## src/rtl/cdp_pkg.sv

```systemverilog
package cdp_pkg;
   typedef enum logic [1:0] {
      PM_PAR24 = 2'd0,
      PM_IL12  = 2'd1,
      PM_SPLIT = 2'd2,
      PM_RSVD  = 2'd3
   } port_mode_e;

   localparam logic [1:0] INTERP_1X = 2'd0;
endpackage

```

## src/rtl/cdp_rx_mux.sv

```systemverilog
module cdp_rx_mux #(
   parameter int W            = 12,
   parameter bit TWOS_SUPPORT = 1'b1
) (
   input  logic         clk,
   input  logic         rst_n,
   input  logic         active,
   input  logic         par,
   input  logic         twos,
   input  logic         vld,
   input  logic [W-1:0] a,
   input  logic [W-1:0] b,
   output logic [W-1:0] hi_q,
   output logic [W-1:0] lo_q,
   output logic         sync
);
   logic [W-1:0] flip, a_c, b_c, b_hold;
   logic         b_pend;

   generate
      if (TWOS_SUPPORT) begin : g_conv
         assign flip = {twos, {(W-1){1'b0}}};
      end else begin : g_noconv
         assign flip = '0;
      end
   endgenerate

   assign a_c = a ^ flip;
   assign b_c = b ^ flip;

   always_ff @(posedge clk) begin
      if (!rst_n) begin
         hi_q   <= '0;
         lo_q   <= '0;
         b_hold <= '0;
         b_pend <= 1'b0;
         sync   <= 1'b0;
      end else if (!active) begin
         b_pend <= 1'b0;
         sync   <= 1'b0;
      end else if (vld) begin
         hi_q <= a_c;
         sync <= 1'b1;
         if (par) begin
            lo_q   <= b_c;
            b_pend <= 1'b0;
         end else begin
            b_hold <= b_c;
            b_pend <= 1'b1;
         end
      end else begin
         sync <= 1'b0;
         if (b_pend) begin
            hi_q   <= b_hold;
            b_pend <= 1'b0;
         end
      end
   end

   assert_sync_after_sample_R4: assert property (@(posedge clk) disable iff (!rst_n)
      (active && vld) |=> sync);
   assert_idle_no_sync_R2: assert property (@(posedge clk) disable iff (!rst_n)
      !active |=> !sync);
endmodule

```

## src/rtl/cdp_tx_demux.sv

```systemverilog
module cdp_tx_demux #(
   parameter int W            = 12,
   parameter bit TWOS_SUPPORT = 1'b1
) (
   input  logic         clk,
   input  logic         rst_n,
   input  logic         active,
   input  logic         par,
   input  logic         use_lo,
   input  logic         twos,
   input  logic         vld,
   input  logic         sync,
   input  logic [W-1:0] hi,
   input  logic [W-1:0] lo,
   output logic [W-1:0] da,
   output logic [W-1:0] db,
   output logic         stb,
   output logic         err
);
   logic [W-1:0] flip, word, hold_a;
   logic         pend;

   generate
      if (TWOS_SUPPORT) begin : g_conv
         assign flip = {twos, {(W-1){1'b0}}};
      end else begin : g_noconv
         assign flip = '0;
      end
   endgenerate

   assign word = use_lo ? lo : hi;

   always_ff @(posedge clk) begin
      if (!rst_n) begin
         da     <= '0;
         db     <= '0;
         hold_a <= '0;
         pend   <= 1'b0;
         stb    <= 1'b0;
         err    <= 1'b0;
      end else begin
         stb <= 1'b0;
         err <= 1'b0;
         if (!active) begin
            pend <= 1'b0;
         end else if (vld) begin
            if (par) begin
               da   <= hi ^ flip;
               db   <= lo ^ flip;
               stb  <= 1'b1;
               pend <= 1'b0;
            end else if (sync) begin
               hold_a <= word;
               pend   <= 1'b1;
               err    <= pend;
            end else if (pend) begin
               da   <= hold_a ^ flip;
               db   <= word ^ flip;
               stb  <= 1'b1;
               pend <= 1'b0;
            end else begin
               err <= 1'b1;
            end
         end
      end
   end

   assert_stb_err_excl_R8: assert property (@(posedge clk) disable iff (!rst_n)
      !(stb && err));
   assert_stb_cause_R6: assert property (@(posedge clk) disable iff (!rst_n)
      stb |-> $past(vld && active));
endmodule

```

## src/rtl/cdp_port.sv

```systemverilog
module cdp_port
   import cdp_pkg::*;
#(
   parameter int W            = 12,
   parameter bit TWOS_SUPPORT = 1'b1
) (
   input  logic         clk,
   input  logic         rst_n,
   input  logic [1:0]   mode,
   input  logic         dir,
   input  logic [1:0]   interp,
   input  logic         rx_twos,
   input  logic         tx_twos,
   input  logic         adc_vld,
   input  logic [W-1:0] adc_a,
   input  logic [W-1:0] adc_b,
   input  logic [W-1:0] bus_hi_i,
   input  logic [W-1:0] bus_lo_i,
   output logic [W-1:0] bus_hi_o,
   output logic [W-1:0] bus_lo_o,
   output logic         bus_hi_oe,
   output logic         bus_lo_oe,
   output logic         rx_sync,
   input  logic         tx_vld,
   input  logic         tx_sync,
   output logic [W-1:0] dac_a,
   output logic [W-1:0] dac_b,
   output logic         dac_stb,
   output logic         tx_err,
   output logic         cfg_err
);
   generate
      if (W < 4) begin : g_bad_width
         $error("cdp_port: W must be at least 4");
      end
   endgenerate

   port_mode_e pm;
   logic       par, split, rx_act, tx_act;

   assign pm     = port_mode_e'(mode);
   assign par    = (pm == PM_PAR24);
   assign split  = (pm == PM_SPLIT) || (pm == PM_RSVD);
   assign rx_act = split || !dir;
   assign tx_act = split || dir;

   assign bus_hi_oe = rx_act;
   assign bus_lo_oe = rx_act && par;
   assign cfg_err   = (pm == PM_RSVD) || (!par && interp == INTERP_1X);

   cdp_rx_mux #(.W(W), .TWOS_SUPPORT(TWOS_SUPPORT)) u_rx (
      .clk    (clk),
      .rst_n  (rst_n),
      .active (rx_act),
      .par    (par),
      .twos   (rx_twos),
      .vld    (adc_vld),
      .a      (adc_a),
      .b      (adc_b),
      .hi_q   (bus_hi_o),
      .lo_q   (bus_lo_o),
      .sync   (rx_sync)
   );

   cdp_tx_demux #(.W(W), .TWOS_SUPPORT(TWOS_SUPPORT)) u_tx (
      .clk    (clk),
      .rst_n  (rst_n),
      .active (tx_act),
      .par    (par),
      .use_lo (split),
      .twos   (tx_twos),
      .vld    (tx_vld),
      .sync   (tx_sync),
      .hi     (bus_hi_i),
      .lo     (bus_lo_i),
      .da     (dac_a),
      .db     (dac_b),
      .stb    (dac_stb),
      .err    (tx_err)
   );

   assert_lo_oe_par_only_R5: assert property (@(posedge clk) disable iff (!rst_n)
      bus_lo_oe |-> (mode == 2'd0));
   assert_shared_bus_quiet_R2: assert property (@(posedge clk) disable iff (!rst_n)
      (!mode[1] && dir) |-> !(bus_hi_oe || bus_lo_oe));
   assert_cfg_reserved_R1: assert property (@(posedge clk) disable iff (!rst_n)
      (mode == 2'd3) |-> cfg_err);
endmodule

```

## config.mk

```make
export PLATFORM = sky130hd
export DESIGN_NAME = cdp_port
export DESIGN_NICKNAME = d
export VERILOG_FILES = /design/src/rtl/cdp_pkg.sv /design/src/rtl/cdp_rx_mux.sv /design/src/rtl/cdp_tx_demux.sv /design/src/rtl/cdp_port.sv
export SDC_FILE = /design/constraint.sdc
export NUM_CORES = 1
export LEC_CHECK = 0
export BUFFER_PORTS_ARGS = -buffer_cell sky130_fd_sc_hd__clkbuf_2
export CORE_UTILIZATION = 54
export CTS_CLUSTER_DIAMETER = 80
export DETAILED_ROUTE_END_ITERATION = 10
export HOLD_SLACK_MARGIN = 0.08
export PLACE_DENSITY_LB_ADDON = 0.1
export SLEW_MARGIN = 20
export SYNTH_ARGS = -nofsm -noshare
export SYNTH_HDL_FRONTEND = slang
export SYNTH_SLANG_ARGS = --single-unit
```

## constraint.sdc

```tcl
create_clock -name clk -period 3.8 [get_ports clk]
set_clock_uncertainty 0.1 [all_clocks]
set_input_delay 0.95 -clock clk [delete_from_list [all_inputs] [get_ports clk]]
set_output_delay 0.95 -clock clk [all_outputs]
set_load 0.005 [all_outputs]
```

==> results_dict.tcl, run 1 <==
set metrics [dict create \
    critical-path-top-cell-by-count "sky130_fd_sc_hd__clkbuf_2" \
    power.share.switching_pct 25.8 \
    run_status "complete, no violations" \
    design.final.nets 517 \
    detail-route-antenna-nets 0 \
    fin_setup_tns_ns 0 \
    first_global_vias 2596 \
    clock_h_tree_levels 3 \
    ys_seq_area_share_pct 44.9 \
    dominant_combinational_cell_family_by_area_after_synthesis "compound AO/OA/AOI/OAI gates" \
    coreArea_sq_um 6030 \
    critical_path.endpoint_type "output port" \
    grt_util_all_layers_pct 24.0 \
    min_path_type "register to register" \
    required_time_worst_endpoint_ns 2.75 \
    portBuffers 113 \
    die_width_microns 81.7 \
    grt_remaining_overflow 0 \
    synth_compound_gate_area_share_pct 20.0 \
    synth_edf_count 0 \
    whs_path_depth 2 \
    post_drt_wl_per_cell_microns 14.0 \
    cellPowerDensity_nw_per_um2 429 \
    final_min_period_over_clock_period_pct 74.6 \
    internal_power_mw 1.33 \
    switching_power_uw 463 \
    syn-instance-count 355 \
    setup_repair_after_global_routing_missed_its_margin "no" \
    largest_net_degree_at_the_start_of_global_routing 42 \
    drv.max_cap_violation_count 0 \
    wire_length_of_the_first_global_routing_pass_microns 12000 \
    timing.max_slew.rel_slack_pct 44.7 \
    cts_sinks 77 \
    io_pins 114 \
    worst_slew_pin_slew_ns 0.830 \
    area_enclosed_by_the_die_boundary_sq_um 6680 \
    yosys.area_share.simple_pct 14.4 \
    fin_worst_hold_slack_ns 0.358 \
    criticalPathCategory "primary input to output port" \
    cts_root_buf "sky130_fd_sc_hd__clkbuf_8" \
    cellLeakagePower_nw 1.81 \
    initial_utilization_pct 57.0 \
    dominantRegCellSynth "sky130_fd_sc_hd__dfxtp_1" \
    synth_top_area_share_pct 44.9 \
    share_of_final_layout_standard_cells_stronger_than_drive_strength_1_pct 36.7 \
    seq_power_share_pct 48.7 \
    post_layout_nonfiller_instances 536 \
    ys_top_cells_by_area "sky130_fd_sc_hd__dfxtp_1 45%, sky130_fd_sc_hd__mux2i_1 14%, sky130_fd_sc_hd__nor2_1 6.9%" \
    diodes 0 \
    post-dp-hpwl_microns 5310 \
    flow.area_growth_from_synthesis_pct 21.8 \
    mean_syn_cell_area_sq_um 9.67 \
    total_placed_instance_area_sq_um 3970 \
    crit-reg2reg-launch "u_tx.pend" \
    post-route-cell-area_sq_um 4180 \
    clock_path_buffers 2 \
    fin_crit_ns 2.84 \
    drt-initial-drc-count 178 \
    post-place-cells 520 \
    hold_violation_total_from_the_final_report 0 \
    synth_area_leader_cell "sky130_fd_sc_hd__dfxtp_1" \
    clk_pin_slew_worst_paths_ns 0.08 \
    post_route_drc_violation_count 0 \
    critPathSlowestCell "sky130_fd_sc_hd__nor3_1" \
    postCtsSetupBuffers 0 \
    reg2reg_depth 5 \
    cpPeakStageDelay_ns 0.39 \
    gp_routability_congestion 0.757 \
    via_per_inst 5.29 \
    cts_tree "built" \
    crit_path_max_fanout 17 \
    route.final.wire_length_microns 7530 \
    chipHeight_microns 81.7 \
    synth.mux.area_fraction_pct 13.7 \
    synth_xor_area_share_pct 1.02 \
    synth.distinct_cells 34 \
    finalSetupViolCount 0 \
    whs_endpoint "u_rx.b_hold[11]" \
    post_synth_fa_ha_maj_area_fraction_pct 0.656 \
    drt_pre_antenna_iters 4 \
    core.rowCount 28 \
    grt_antenna_before_repair 0 \
    slew_viol_final 0 \
    ys_warn_count 0 \
    postCtsResizedCells 0 \
    syn_nets 416 \
    yosys-top-cells-count "77 x sky130_fd_sc_hd__dfxtp_1, 63 x sky130_fd_sc_hd__nor2_1, 47 x sky130_fd_sc_hd__mux2i_1" \
    fmax_mhz 353 \
    syn-cell-area_sq_um 3430 \
    synth_async_sr_flop_share_pct 0 \
    cp.arrival_ns 1.79 \
    cts-buffers-inserted 9 \
    ys_seq_elements 77 \
    p_comb_share_pct 14.3 \
    synth.most_common_cell "sky130_fd_sc_hd__dfxtp_1" \
    clock_power_share_pct 37.1 \
    clk_latency_ns 0.35 \
    hold_start "u_rx.b_hold[11]" \
    setup.worst_path.start_class "primary input" \
    timing.critical_path.cells "clkbuf_2 -> nor3_1 -> clkbuf_2" \
    finalCoreUtilization_pct 69.4 \
    dr_total_vias 2838 \
    setup.reg_to_reg.worst_slack_ns 1.91 \
    timing.rr.end "u_tx.da[11]" \
    hold_buffers 0 \
    ir_worst_vdd_v 0.000305 \
]
[power groups by stage]
stage	clock network, mW	logic (mW)	registers (mW)
3_3_place_gp	0	0.252	0.891
5_1_grt	0.717	0.285	0.879
3_5_place_dp	0	0.257	0.892
6_report	0.665	0.256	0.873
2_1_floorplan	0	0.165	0.891
4_1_cts	0.676	0.258	0.873
[metrics by stage]
| stage | setup WS [ns] | power (mW) |
|---|---|---|
| 3_5_place_dp | 0.991 | 1.15 |
| 5_1_grt | 0.890 | 1.88 |
| 4_1_cts | 0.990 | 1.81 |
| 3_3_place_gp | 1.01 | 1.14 |
| 6_report | 0.964 | 1.79 |
| 2_1_floorplan | 1.11 | 1.06 |
[area by class of cell]
cell class	count	area, sq um
Inverter	2	7.51
Clock buffer	9	124
Multi-Input combinational cell	248	1710
Fill cell	517	1850
Tap cell	75	93.8
Clock inverter	7	90.1
Timing Repair Buffer	118	616
Sequential cell	77	1540
[worst max path at each step]
stage / from / endpoint / slack (ns) / cells past startpoint
after global routing: mode[0] / bus_lo_oe / 0.89 / 3
after CTS: mode[0] / bus_lo_oe / 0.99 / 3
after floorplan: mode[1] / cfg_err / 1.11 / 3
after detailed placement: mode[0] / bus_lo_oe / 0.99 / 3
final: mode[0] / bus_lo_oe / 0.96 / 3
after global placement: mode[0] / cfg_err / 1.01 / 3
[routing by layer]
metal	up-vias	wire (microns)	global-route usage, %
li1	1459	-	-
met1	1286	3620	32.5
met2	84	3350	36.4
met3	9	463	5.89
met4	0	92	9.65
met5	-	0	0
[critical path, delay by kind of cell]
| kind | cells | cell delay [ns] |
|---|---|---|
| buffers and inverters | 2 | 0.44 |
| AND/OR/NAND/NOR | 1 | 0.39 |
[registers in the layout, indices dropped and copies added, names as in the netlist]
register     count
u_rx.b_hold     12
u_rx.b_pend      1
u_rx.hi_q       12
u_rx.lo_q       12
u_rx.sync        1
u_tx.da         12
u_tx.db         12
u_tx.err         1
u_tx.hold_a     12
u_tx.pend        1
u_tx.stb         1
[cells in the final DEF (no fill, tap or decap), types with 2 or more instances in the layout]
| master | Yosys | final |
|---|---|---|
| sky130_fd_sc_hd__a211oi_1 | 19 | 19 |
| sky130_fd_sc_hd__a211oi_2 | 16 | 16 |
| sky130_fd_sc_hd__a21oi_1 | 12 | 12 |
| sky130_fd_sc_hd__a311oi_2 | 11 | 11 |
| sky130_fd_sc_hd__buf_4 | 7 | 4 |
| sky130_fd_sc_hd__bufinv_16 | 0 | 2 |
| sky130_fd_sc_hd__clkbuf_2 | 0 | 113 |
| sky130_fd_sc_hd__clkbuf_8 | 0 | 9 |
| sky130_fd_sc_hd__clkinv_2 | 0 | 3 |
| sky130_fd_sc_hd__clkinvlp_4 | 0 | 2 |
| sky130_fd_sc_hd__dfxtp_1 | 77 | 77 |
| sky130_fd_sc_hd__mux2i_1 | 47 | 47 |
| sky130_fd_sc_hd__nand2_1 | 42 | 42 |
| sky130_fd_sc_hd__nor2_1 | 63 | 63 |
| sky130_fd_sc_hd__nor2_4 | 2 | 2 |
| sky130_fd_sc_hd__nor2b_1 | 2 | 2 |
| sky130_fd_sc_hd__nor3_1 | 2 | 2 |
| sky130_fd_sc_hd__nor3b_1 | 2 | 2 |
| sky130_fd_sc_hd__o21ai_0 | 12 | 12 |
| sky130_fd_sc_hd__o22ai_1 | 2 | 2 |
| sky130_fd_sc_hd__xnor2_1 | 2 | 2 |
| sky130_fd_sc_hd__xor2_1 | 2 | 2 |
[logic make-up after synthesis]
| group | after synthesis |
|---|---|
| flops | 77 |
| fa+ha+maj | 2 |
| buf+inv | 30 |
| simple gates | 118 |
| mux | 47 |
| compound gates | 77 |
| xor+xnor | 4 |
Note: power is estimated with default switching activity, not from simulation.
==> run 2, diff against run 1 <==
- CORE_UTILIZATION: 54 -> 45
- clock period: 3.8 -> 2.6 ns (I/O delays scaled with it)
==> run 2 against run 1 <==
Compared with the run above: combinational power is 53% higher; sequential power rose by 47%; largest power group unchanged; wire length grew 5.7%; register-to-register slack got worse by 0.81 ns; via count is 1.3% higher; power is 40% higher.
==> results_dict.tcl, run 2 (synthesized netlist as in run 1, its figures left out) <==
set metrics [dict create \
    clk_latency_ns 0.34 \
    mostFrequentLayoutCells "113 x sky130_fd_sc_hd__clkbuf_2, 77 x sky130_fd_sc_hd__dfxtp_1, 63 x sky130_fd_sc_hd__nor2_1, 47 x sky130_fd_sc_hd__mux2i_1, 42 x sky130_fd_sc_hd__nand2_1" \
    via_per_inst 5.07 \
    io_pins 114 \
    grt_util_all_layers_pct 20.4 \
    core.rowCount 31 \
    fin_worst_hold_slack_ns 0.364 \
    clock_path_buffers 2 \
    chipHeight_microns 89.3 \
    clock_h_tree_levels 3 \
    post_route_drc_violation_count 0 \
    coreArea_sq_um 7330 \
    cellLeakagePower_nw 1.84 \
    slew_viol_final 0 \
    fin_crit_ns 2.16 \
    finalSetupViolCount 0 \
    multi_input_area_sq_um 1710 \
    hold_start "u_rx.lo_q[6]" \
    portBuffers 113 \
    clk_pin_slew_worst_paths_ns 0.08 \
    p_comb_share_pct 15.6 \
    globalRoute.busiestLayer "met2" \
    worst_slew_pin_slew_ns 0.597 \
    power.share.switching_pct 27.7 \
    internal_power_mw 1.82 \
    min_path_type "register to register" \
    largest_net_degree_at_the_start_of_global_routing 48 \
    global_route.usage.met3_pct 5.08 \
    post_layout_nonfiller_instances 567 \
    whs_path_depth 2 \
    crit_path_max_fanout 10 \
    diodes 0 \
    cellPowerDensity_nw_per_um2 590 \
    required_time_worst_endpoint_ns 1.85 \
    critical_path.endpoint_type "output port" \
    cts_tree "built" \
    timing.rr.end "u_tx.da[8]" \
    run_status "complete, no violations" \
    first_global_vias 2502 \
    wire_length_of_the_first_global_routing_pass_microns 12300 \
    final_min_period_over_clock_period_pct 83.1 \
    postCtsSetupBuffers 0 \
    share_of_final_layout_standard_cells_stronger_than_drive_strength_1_pct 37.6 \
    area_enclosed_by_the_die_boundary_sq_um 7980 \
    cp.arrival_ns 1.41 \
    final-seq-area_sq_um 1540 \
    drv.max_cap_violation_count 0 \
    final_common_cell "sky130_fd_sc_hd__clkbuf_2" \
    setup.reg_to_reg.worst_slack_ns 1.10 \
    flow.area_growth_from_synthesis_pct 24.4 \
    finalCoreUtilization_pct 58.3 \
    criticalPathCategory "primary input to output port" \
    reg2reg_depth 5 \
    fin_setup_tns_ns 0 \
    setup.worst_path.start_class "primary input" \
    cts_sinks 77 \
    ir_worst_vdd_v 0.000229 \
    cts_root_buf "sky130_fd_sc_hd__clkbuf_8" \
    post-dp-hpwl_microns 5680 \
    met1_usage_pct 28.8 \
    crit-reg2reg-launch "u_tx.pend" \
    postCtsResizedCells 0 \
    use_met2_pct 30.5 \
    post_drt_wl_per_cell_microns 14.0 \
    die_width_microns 89.3 \
    whs_endpoint "u_rx.lo_q[6]" \
    clock_power_share_pct 33.9 \
    grt_antenna_before_repair 0 \
    setup_repair_after_global_routing_missed_its_margin "no" \
    cts-buffers-inserted 9 \
    detail-route-antenna-nets 0 \
    fillers 660 \
    hold_violation_total_from_the_final_report 0 \
    fmax_mhz 463 \
    grt_remaining_overflow 0 \
    drt-initial-drc-count 101 \
    switching_power_uw 699 \
    seq_power_share_pct 50.6 \
    design.final.nets 524 \
    gp_routability_congestion 0.700 \
    initial_utilization_pct 46.8 \
    dr_total_vias 2875 \
    hold_buffers 0 \
    route.final.wire_length_microns 7960 \
    timing.max_slew.rel_slack_pct 60.1 \
    drt_pre_antenna_iters 4 \
    post-place-cells 551 \
]
[run 2: cell count changes in the layout (fill, tap and decap cells not counted)]
cell / previous run / this run
sky130_fd_sc_hd__bufinv_16: 2 / 0
sky130_fd_sc_hd__clkbuf_8: 9 / 11
sky130_fd_sc_hd__clkinv_2: 3 / 2
sky130_fd_sc_hd__buf_12: 1 / 4
sky130_fd_sc_hd__inv_6: 0 / 1
sky130_fd_sc_hd__buf_4: 4 / 8
[run 2: through the flow]
stage	power, mW	area [sq um]	setup slack, ns
floorplan	1.54	3430	0.507
global placement	1.69	4090	0.448
detailed placement	1.70	4090	0.399
CTS	2.54	4270	0.428
global route	2.63	4270	0.331
finish	2.52	4270	0.440
[run 2: worst max-delay path by stage]
| stage | startpoint | to | slack (ns) | depth (start not counted) |
|---|---|---|---|---|
| global placement | mode[1] | bus_lo_oe | 0.45 | 3 |
| CTS | mode[1] | bus_lo_oe | 0.43 | 3 |
| finish | mode[1] | bus_lo_oe | 0.44 | 3 |
| global route | mode[1] | bus_lo_oe | 0.33 | 3 |
| detailed placement | mode[0] | u_tx.hold_a[1] | 0.40 | 6 |
| floorplan | mode[1] | cfg_err | 0.51 | 3 |
[run 2: worst max-delay path, cell delays in order]
cell and delay (ns):
sky130_fd_sc_hd__clkbuf_2 0.20, sky130_fd_sc_hd__nor3_1 0.37, sky130_fd_sc_hd__clkbuf_2 0.19
[run 2: power by group through the flow]
stage	logic [mW]	clock network, mW	registers (mW)
2_1_floorplan	0.241	0	1.30
3_3_place_gp	0.388	0	1.30
3_5_place_dp	0.395	0	1.30
4_1_cts	0.397	0.866	1.28
5_1_grt	0.434	0.913	1.28
6_report	0.392	0.853	1.28
[run 2: final cells by class]
cell class,instances,area share [%]
Multi-Input combinational cell,248,40.0
Timing Repair Buffer,125,16.5
Sequential cell,77,36.1
Clock buffer,11,3.55
Clock inverter,5,0.791
Inverter,2,0.176
Tap cell,99,2.90
[run 2: routing by layer]
| metal | up-vias | share of wire, % |
|---|---|---|
| met4 | 0 | 0.85 |
| met5 | - | 0 |
| met3 | 6 | 4.7 |
| li1 | 1463 | - |
| met1 | 1334 | 50 |
| met2 | 72 | 44 |
